<file path="config.mk">
export PLATFORM = sky130hd
export DESIGN_NAME = uart_rx_recover
export DESIGN_NICKNAME = d
export VERILOG_FILES = /design/src/rtl/uart_rx_pkg.sv /design/src/rtl/rx_sync.sv /design/src/rtl/rx_framer.sv /design/src/rtl/rx_buf.sv /design/src/rtl/uart_rx_recover.sv
export SDC_FILE = /design/constraint.sdc
export NUM_CORES = 1
export LEC_CHECK = 0
export BUFFER_PORTS_ARGS = -buffer_cell sky130_fd_sc_hd__buf_4
export CAP_MARGIN = 30
export CORE_MARGIN = 3
export CORE_UTILIZATION = 65
export CTS_BUF_LIST = sky130_fd_sc_hd__clkbuf_8
export CTS_CLUSTER_SIZE = 30
export DETAILED_ROUTE_END_ITERATION = 7
export PLACE_DENSITY = 0.95
export SETUP_SLACK_MARGIN = 0.2
export SKIP_LAST_GASP = 1
export SYNTH_ARGS = -nofsm -noshare
export SYNTH_HDL_FRONTEND = slang
export SYNTH_SLANG_ARGS = --single-unit
export TNS_END_PERCENT = 100
</file>
<file path="constraint.sdc">
create_clock -name clk -period 4.07 [get_ports clk]
set_input_delay 0.2035 -clock clk [delete_from_list [all_inputs] [get_ports clk]]
set_output_delay 0.2035 -clock clk [all_outputs]
set_load 0.02 [all_outputs]
</file>
<file path="src/rtl/uart_rx_pkg.sv">
package uart_rx_pkg;
  localparam int DATA_W = 9;

  typedef enum logic [2:0] {
    ST_IDLE,
    ST_START,
    ST_DATA,
    ST_PAR,
    ST_STOP
  } rx_state_e;

  typedef struct packed {
    logic [DATA_W-1:0] data;
    logic              ferr;
    logic              perr;
  } rx_entry_t;
endpackage

</file>
<file path="src/rtl/rx_sync.sv">
module rx_sync #(
  parameter int   STAGES  = 2,
  parameter logic RST_VAL = 1'b1
) (
  input  logic clk,
  input  logic rst_n,
  input  logic din,
  output logic dout
);
  logic [STAGES-1:0] stage_q;

  always_ff @(posedge clk or negedge rst_n) begin
    if (!rst_n) stage_q <= {STAGES{RST_VAL}};
    else        stage_q <= {stage_q[STAGES-2:0], din};
  end

  assign dout = stage_q[STAGES-1];
endmodule

</file>
<file path="src/rtl/rx_framer.sv">
module rx_framer
  import uart_rx_pkg::*;
#(
  parameter int OSR_NORM = 16,
  parameter int OSR_FAST = 8
) (
  input  logic      clk,
  input  logic      rst_n,
  input  logic      tick,
  input  logic      line,
  input  logic [2:0] cfg_bits,
  input  logic      cfg_par_en,
  input  logic      cfg_par_odd,
  input  logic      cfg_fast,
  output logic      push,
  output rx_entry_t entry
);
  localparam int CW = $clog2(OSR_NORM + 1);

  rx_state_e         st_q, st_d;
  logic [CW-1:0]     cnt_q, cnt_d;
  logic [3:0]        bit_q, bit_d;
  logic [DATA_W-1:0] sh_q, sh_d;
  logic [1:0]        vote_q, vote_d;
  logic              par_q, par_d;
  logic              push_q, push_d;
  rx_entry_t         ent_q, ent_d;

  logic [CW-1:0]     osr, vc0, vc1, vc2;
  logic [3:0]        nbits;
  logic              voted;
  logic [DATA_W-1:0] aligned;

  always_comb begin
    osr     = cfg_fast ? CW'(OSR_FAST) : CW'(OSR_NORM);
    vc0     = osr >> 1;
    vc1     = vc0 + CW'(1);
    vc2     = vc0 + CW'(2);
    nbits   = (cfg_bits > 3'd4) ? 4'd9 : ({1'b0, cfg_bits} + 4'd5);
    voted   = (vote_q[1] & vote_q[0]) | (vote_q[1] & line) | (vote_q[0] & line);
    aligned = sh_q >> (4'd9 - nbits);

    st_d   = st_q;
    cnt_d  = cnt_q;
    bit_d  = bit_q;
    sh_d   = sh_q;
    vote_d = vote_q;
    par_d  = par_q;
    push_d = 1'b0;
    ent_d  = ent_q;

    if (tick) begin
      if (st_q == ST_IDLE) begin
        if (!line) begin
          st_d  = ST_START;
          cnt_d = CW'(1);
          bit_d = 4'd0;
        end
      end else begin
        cnt_d = (cnt_q == osr) ? CW'(1) : cnt_q + CW'(1);
        if (cnt_q == vc0 || cnt_q == vc1) vote_d = {vote_q[0], line};
        if (cnt_q == vc2) begin
          case (st_q)
            ST_START: if (voted) st_d = ST_IDLE;
            ST_DATA:  sh_d = {voted, sh_q[DATA_W-1:1]};
            ST_PAR:   par_d = voted;
            ST_STOP: begin
              st_d       = ST_IDLE;
              push_d     = 1'b1;
              ent_d.data = aligned;
              ent_d.ferr = ~voted;
              ent_d.perr = cfg_par_en & (^aligned ^ par_q ^ cfg_par_odd);
            end
            default: ;
          endcase
        end
        if (cnt_q == osr) begin
          case (st_q)
            ST_START: st_d = ST_DATA;
            ST_DATA: begin
              bit_d = bit_q + 4'd1;
              if (bit_q == nbits - 4'd1) st_d = cfg_par_en ? ST_PAR : ST_STOP;
            end
            ST_PAR:  st_d = ST_STOP;
            default: ;
          endcase
        end
      end
    end
  end

  always_ff @(posedge clk or negedge rst_n) begin
    if (!rst_n) begin
      st_q   <= ST_IDLE;
      cnt_q  <= '0;
      bit_q  <= '0;
      sh_q   <= '0;
      vote_q <= 2'b11;
      par_q  <= 1'b0;
      push_q <= 1'b0;
      ent_q  <= '0;
    end else begin
      st_q   <= st_d;
      cnt_q  <= cnt_d;
      bit_q  <= bit_d;
      sh_q   <= sh_d;
      vote_q <= vote_d;
      par_q  <= par_d;
      push_q <= push_d;
      ent_q  <= ent_d;
    end
  end

  assign push  = push_q;
  assign entry = ent_q;
endmodule

</file>
<file path="src/rtl/rx_buf.sv">
module rx_buf
  import uart_rx_pkg::*;
#(
  parameter int DEPTH = 2,
  localparam int PW = (DEPTH > 1) ? $clog2(DEPTH) : 1,
  localparam int CNT_W = $clog2(DEPTH + 1)
) (
  input  logic             clk,
  input  logic             rst_n,
  input  logic             push,
  input  rx_entry_t        wr_entry,
  input  logic             pop,
  output logic             valid,
  output rx_entry_t        rd_entry,
  output logic             overrun,
  output logic [CNT_W-1:0] count
);
  rx_entry_t        mem_q [DEPTH];
  logic [PW-1:0]    wp_q, wp_d, rp_q, rp_d;
  logic [CNT_W-1:0] cnt_q, cnt_d;
  logic             ovr_q, ovr_d;
  logic             do_pop, do_push, room;

  always_comb begin
    do_pop  = pop & (cnt_q != '0);
    room    = (cnt_q != CNT_W'(DEPTH)) | do_pop;
    do_push = push & room;
    wp_d    = wp_q;
    rp_d    = rp_q;
    if (do_push) wp_d = (wp_q == PW'(DEPTH - 1)) ? '0 : wp_q + PW'(1);
    if (do_pop)  rp_d = (rp_q == PW'(DEPTH - 1)) ? '0 : rp_q + PW'(1);
    cnt_d = cnt_q + CNT_W'(do_push) - CNT_W'(do_pop);
    ovr_d = ovr_q;
    if (push && !room) ovr_d = 1'b1;
    else if (do_pop)   ovr_d = 1'b0;
  end

  always_ff @(posedge clk or negedge rst_n) begin
    if (!rst_n) begin
      wp_q  <= '0;
      rp_q  <= '0;
      cnt_q <= '0;
      ovr_q <= 1'b0;
    end else begin
      wp_q  <= wp_d;
      rp_q  <= rp_d;
      cnt_q <= cnt_d;
      ovr_q <= ovr_d;
    end
  end

  always_ff @(posedge clk) begin
    if (do_push) mem_q[wp_q] <= wr_entry;
  end

  assign valid    = (cnt_q != '0);
  assign rd_entry = mem_q[rp_q];
  assign overrun  = ovr_q;
  assign count    = cnt_q;
endmodule

</file>
<file path="src/rtl/uart_rx_recover.sv">
module uart_rx_recover
  import uart_rx_pkg::*;
#(
  parameter int OSR_NORM  = 16,
  parameter int OSR_FAST  = 8,
  parameter int BUF_DEPTH = 2,
  parameter int SYNC_LEN  = 2
) (
  input  logic              clk,
  input  logic              rst_n,
  input  logic              sample_tick,
  input  logic              rxd,
  input  logic [2:0]        cfg_bits,
  input  logic              cfg_par_en,
  input  logic              cfg_par_odd,
  input  logic              cfg_fast,
  input  logic              rd_pop,
  output logic              rd_valid,
  output logic [DATA_W-1:0] rd_data,
  output logic              rd_ferr,
  output logic              rd_perr,
  output logic              rx_overrun
);
  localparam int CNT_W = $clog2(BUF_DEPTH + 1);

  logic             rst_int_n;
  logic             line_s;
  logic             frm_push;
  rx_entry_t        frm_entry;
  rx_entry_t        head;
  logic             frm_perr;
  logic [CNT_W-1:0] buf_cnt;

  rx_sync #(.STAGES(2), .RST_VAL(1'b0)) u_rst_sync (
    .clk(clk), .rst_n(rst_n), .din(1'b1), .dout(rst_int_n)
  );

  rx_sync #(.STAGES(SYNC_LEN), .RST_VAL(1'b1)) u_line_sync (
    .clk(clk), .rst_n(rst_int_n), .din(rxd), .dout(line_s)
  );

  rx_framer #(.OSR_NORM(OSR_NORM), .OSR_FAST(OSR_FAST)) u_framer (
    .clk(clk), .rst_n(rst_int_n), .tick(sample_tick), .line(line_s),
    .cfg_bits(cfg_bits), .cfg_par_en(cfg_par_en), .cfg_par_odd(cfg_par_odd),
    .cfg_fast(cfg_fast), .push(frm_push), .entry(frm_entry)
  );

  rx_buf #(.DEPTH(BUF_DEPTH)) u_buf (
    .clk(clk), .rst_n(rst_int_n), .push(frm_push), .wr_entry(frm_entry),
    .pop(rd_pop), .valid(rd_valid), .rd_entry(head), .overrun(rx_overrun),
    .count(buf_cnt)
  );

  assign frm_perr = frm_entry.perr;
  assign rd_data  = head.data;
  assign rd_ferr  = head.ferr;
  assign rd_perr  = head.perr;
endmodule

</file>
==> results of run 1 <==
==> cell usage in the layout, fill, tap and decap left out, types with 6 or more instances in the layout <==
master	netlist	routed
a21oi_1	9	9
a31oi_1	6	6
buf_4	1	24
clkbuf_8	0	9
dfrtp_1	41	40
edfxtp_1	22	22
ha_1	10	10
inv_1	15	17
mux2_2	21	21
nand2_1	32	32
nand3_1	6	6
nor2_1	25	25
nor2b_1	6	6
o211ai_1	6	6
o21ai_0	18	18
o221ai_1	6	6
xnor2_1	8	8
xor2_1	13	13
==> flip-flops by register name (all words and copies together) (netlist names), 2 cells and up <==
name	count
u_framer.st_q	3
u_line_sync.stage_q	2
u_framer.bit_q	4
u_framer.vote_q	2
u_framer.cnt_q	5
u_rst_sync.stage_q	2
u_framer.entry	11
u_framer.sh_q	9
u_buf.count	2
u_buf.mem_q	22
==> what timing repair did <==
action | CTS | global route
endpoints found under the setup margin | 0 | 0
hold buffers | 2 | 0
endpoints found under the hold margin | 3 | 0
==> critical path, cell delays in order <==
cell and delay, ns:
buf_4 0.21, inv_1 0.12, ha_1 0.66, nand2_1 0.14
ha_1 0.28, xor2_1 0.30, nand2_2 0.13, o22ai_1 0.25
xnor3_1 0.48, xor2_1 0.17, xnor2_1 0.16, o21ai_1 0.08
==> kinds of logic after synthesis <==
family                     share of synthesized area [%]
and+or+nand+nor                                     14.2
AOI/OAI and AO/OA                                   12.4
muxes                                               8.35
xor gates and xnor gates                            5.91
DFF                                                 51.3
adders and majority gates                           3.87
other                                              0.107
buffers and inverters                               3.80
==> final cells by class <==
type / count / area, um^2
repair buffers: 27 / 220
flip-flops and latches: 67 / 1790
clock inverters: 7 / 110
multi-input cells: 224 / 1570
fillers: 336 / 1180
inverters: 15 / 56.3
clock buffers: 9 / 124
well taps: 70 / 87.6
==> power by group <==
part / switching, mW / total (mW) / internal [mW]
combinational: 0.218 / 0.418 / 0.200
clock: 0.254 / 0.656 / 0.402
sequential: 0.106 / 0.872 / 0.766
total: 0.579 / 1.95 / 1.37
==> how the worst max path moves through the flow <==
stage	endpoint	slack, ns	cells after the start
floorplan	u_framer.entry[0]$_DFFE_PN0P_	1.28	14
global placement	u_framer.entry[0]$_DFFE_PN0P_	0.98	12
detailed placement	u_framer.entry[0]$_DFFE_PN0P_	0.87	12
CTS	u_framer.entry[0]$_DFFE_PN0P_	1.23	12
global route	u_framer.entry[0]$_DFFE_PN0P_	0.90	12
finish	u_framer.entry[0]$_DFFE_PN0P_	1.10	12
==> layer usage <==
| metal | share of wire [%] | global-route usage [%] | up-vias |
|---|---|---|---|
| li1 | - | - | 1197 |
| met1 | 43 | 28.7 | 1205 |
| met2 | 51 | 35.8 | 96 |
| met3 | 4.9 | 4.31 | 19 |
| met4 | 1.9 | 11.9 | 0 |
| met5 | 0 | 0 | - |
==> metrics by stage <==
| stage | instances | worst slack, ns | power [mW] | utilization (%) | cell area (um^2) |
|---|---|---|---|---|---|
| floorplan | 320 | 1.28 | 1.18 | - | 3490 |
| global placement | 400 | 0.975 | 1.25 | 71.7 | 3680 |
| detailed placement | 400 | 0.874 | 1.29 | 71.7 | 3680 |
| CTS | 418 | 1.23 | 1.94 | 76.6 | 3940 |
| global route | 419 | 0.898 | 2.04 | 77.0 | 3960 |
| finish | 419 | 1.10 | 1.95 | 77.0 | 3960 |
==> metrics, run 1 <==
Cell Area, Synth 3490 um^2; worst IR drop on VDD 0.387 mV; global-route wire length before repair 10,700 um; antenna violations before repair 0; Num CTS Buffers 9; Clock transition at path regs 0.08 ns; post-route minimum period 2.97 ns; HP Start rd_pop; Synth area leaders dfrtp_1 29%, edfxtp_1 19%, mux2_2 6.8%; CTS tree yes; Final Max Tran Viols 0; WL final 6750 um; Core Footprint 5140 um^2; Hold EP u_buf.overrun$_DFFE_PN0P_; ANT nets after route 0; Setup crit start cfg_bits[0]; Worst EP arrival 3.20 ns; FP Rows 26; Synth async-reset ratio 67.2%; Distinct cells, synth 58; ANT cells 0; Clock Tree Buf Depth 2; P_leak 1.78 nW; cell taking the most area after synthesis dfrtp_1; part of the cycle the worst path needs 73.0%; Net Count, Synth 341; startpoint types input port; share of final-layout standard cells stronger than drive strength 1 20.1%; Rel. slew slack 34.6%; Final TNS setup 0 ns; Final HPWL DP 4530 um; number of flops mapped to enable cells by yosys 22; Die W 79.3 um; total I/O pin count 24; GRT Overall Usage 22.3%; Commonest cells post-synth 41 x dfrtp_1, 32 x nand2_1, 25 x nor2_1; FF-to-FF Start u_framer.cnt_q[2]$_DFFE_PN0P_; worst flop-to-flop path endpoint u_framer.entry[4]$_DFFE_PN0P_; worst min path class input port to flop; sequential area share after synthesis 51.3%; largest net degree at the start of global routing 44; drc violations 0; CTS root buf clkbuf_8; Power Density 492 nW/um^2; htree depth 3; # resized after CTS 0; vias per cell 6.01; Final Hold Vio Count 0; worst clock skew 0.0141 ns; fmax 337 MHz; RSZ-0062 raised after global routing no; # Max-Cap Violations 0; status finished, final reports clean; Avg Inst Size Synth 10.9 um^2; worst slew pin tran 0.979 ns; WHS 0.0694 ns; fin nets 365; #FFs+latches synth 67; Final GP Congestion 0.927; required time of the critical path 4.29 ns; Synth Flop Type dfrtp_1; warnings from Yosys 0; CP Capture Type flop; Area growth syn-to-layout 13.4%; Initial DRT Pass Iterations 5; grt total ovfl 0; IO Port Bufs 23; Crit Path Max Fanout 24; Die H 79.3 um; wire per inst 16.1 um; most instantiated library cell after synthesis dfrtp_1; Worst-Skew Late Latency 0.34 ns; routed vias 2,517; die area 6290 um^2; Sink Count 67; Iter 0 DRT Violations 175; synthesized instance count 320; Crit Path Class input port to flop; Reg2Reg Setup Slack 1.45 ns; Setup Buffers After CTS 0; vias in the first global route 2,341; Worst Reg-to-Reg Cells 6; endpoints failing setup 0; Starting Density 67.9%; post-synth top area share 29.4%; hold path depth 2
Note: power is estimated with default switching activity, not from simulation.
==> run 2, diff against run 1 <==
CORE_UTILIZATION = 62   (was 65)
PLACE_DENSITY = 0.91   (was 0.95)
clock period = 2.8 ns   (was 4.07 ns; I/O delays follow)
==> run 2 against run 1 <==
Against the previous run:
- sequential cell count unchanged
- worst setup slack worse by 0.75 ns
- worst hold slack better by 0.019 ns
- count of clock-buffer cells in the layout unchanged
- utilization down 2.1 points
- critical path type is now flop to flop
- largest cell class unchanged
==> metrics, run 2 (synthesis gave the netlist of run 1 again) <==
status finished, final reports clean; Sink Count 67; WL final 6760 um; most frequent cells in the layout 40 x dfrtp_1, 32 x nand2_1, 29 x buf_4; worst IR drop on VDD 0.633 mV; part of the cycle the worst path needs 87.7%; Crit Path Max Fanout 14; hold buffer count at CTS 3; Crit Path Class flop to flop; post-route minimum period 2.46 ns; Clock Tree Buf Depth 2; Reg2Reg Setup Slack 0.34 ns; Largest Register u_buf.mem_q; drc violations 0; routed vias 2,517; CTS tree yes; required time of the critical path 3.04 ns; Final HPWL DP 4680 um; global-route wire length before repair 11,000 um; Power Density 671 nW/um^2; vias in the first global route 2,336; Setup Buffers After CTS 0; Iter 0 DRT Violations 201; CTS root buf clkbuf_8; sw power 838 uW; fin nets 370; # Max-Cap Violations 0; ANT nets after route 0; worst slew pin tran 0.917 ns; vias per cell 5.94; Area growth syn-to-layout 13.0%; WHS 0.0888 ns; Seq pwr share 48.2%; Die H 81.0 um; Final Hold Vio Count 0; GRT Overall Usage 22.6%; IO Port Bufs 23; antenna violations before repair 0; Comb pwr share 22.8%; Starting Density 66.2%; total I/O pin count 24; CP peak stage delay 0.50 ns; Slowest-stage cell, CP or3b_2; CP Capture Type flop; fmax 407 MHz; Initial DRT Pass Iterations 5; FP Rows 26; # resized after CTS 0; share of final-layout standard cells stronger than drive strength 1 21.8%; die area 6570 um^2; largest net degree at the start of global routing 44; grt total ovfl 0; Die W 81.0 um; Final Max Tran Viols 0; worst clock skew 0.00901 ns; Clock Power Share 29.0%; ANT cells 0; Final TNS setup 0 ns; P_leak 1.78 nW; Rel. slew slack 38.9%; critical path, cell by cell or3b_2, a21oi_1, and3_1, nand3_1, mux2_2; htree depth 3; commonest non-fill, non-tap cell in the layout dfrtp_1; endpoints failing setup 0; Final GP Congestion 0.890; Num CTS Buffers 9; Core Footprint 5270 um^2; Worst-Skew Late Latency 0.35 ns; Clock transition at path regs 0.07 ns; max reg flops 22; RSZ-0062 raised after global routing no; Int Pwr 1.81 mW; wire per inst 15.9 um; switch share 31.6%; worst min path class input port to asynchronous set/reset pin; Worst EP arrival 2.69 ns; startpoint types flop
==> run 2: cell types whose count changed in the layout (fill, tap and decap cells not counted) <==
cell	previous run	this run
buf_4	24	29
bufinv_16	3	1
ha_2	0	1
clkinv_2	0	3
dlygate4sd3_1	2	3
xor2_2	0	1
ha_1	10	9
xor2_1	13	12
buf_12	1	0
clkinv_1	1	0
==> run 2: area by class of cell <==
cell class	instances	area (um^2)
Inverter	15	56.3
Clock inverter	7	61.3
Tap cell	70	87.6
Sequential cell	67	1790
Clock buffer	9	124
Multi-Input combinational cell	224	1580
Fill cell	353	1320
Timing Repair Buffer	32	248
==> run 2: per-stage QoR <==
stage	cell area [um^2]	total power, mW	cells	util, %	worst slack, ns
2_1_floorplan	3500	1.72	320	-	0.221
3_3_place_gp	3730	1.83	405	70.8	0.192
3_5_place_dp	3730	1.88	405	70.8	0.0733
4_1_cts	3950	2.66	424	74.9	0.389
5_1_grt	3950	2.79	424	74.9	0.211
6_report	3950	2.65	424	74.9	0.345
==> run 2: critical path: cells and delay by family, from the launching register on <==
family,cells,cell delay [ns]
DFF,1,0.45
and+or+nand+nor,3,1.20
AOI/OAI and AO/OA,1,0.26
muxes,1,0.43
==> run 2: path summary, 6_finish.rpt <==
check,start,end,depth (start not counted)
setup / recovery,u_framer.cnt_q[2]$_DFFE_PN0P_,u_framer.sh_q[5]$_DFFE_PN0P_,5
hold / removal,rst_n,u_rst_sync.stage_q[1]$_DFF_PN0_,2
setup reg to reg,u_framer.cnt_q[2]$_DFFE_PN0P_,u_framer.sh_q[5]$_DFFE_PN0P_,5
hold reg to reg,u_line_sync.stage_q[0]$_DFF_PN1_,u_line_sync.stage_q[1]$_DFF_PN1_,0
max in group asynchronous,u_rst_sync.stage_q[1]$_DFF_PN0_,u_framer.entry[7]$_DFFE_PN0P_,0
min in group clk,cfg_par_en,u_framer.entry[0]$_DFFE_PN0P_,3
==> run 2: per-layer routing <==
metal	part of all wire (%)	up-vias	wire length (um)	track usage (%)
li1	-	1206	-	-
met1	42	1237	2830	27.0
met2	51	61	3470	38.8
met3	4.7	13	316	4.99
met4	2.1	0	141	10.6
met5	0	-	0	0
==> run 2: power groups by stage <==
stage	Clock (mW)	Sequential, mW	Combinational, mW
after CTS	0.778	1.28	0.602
final	0.767	1.28	0.605
after global routing	0.821	1.30	0.670
after detailed placement	0	1.30	0.587
after global placement	0	1.28	0.546
after floorplan	0	1.21	0.504
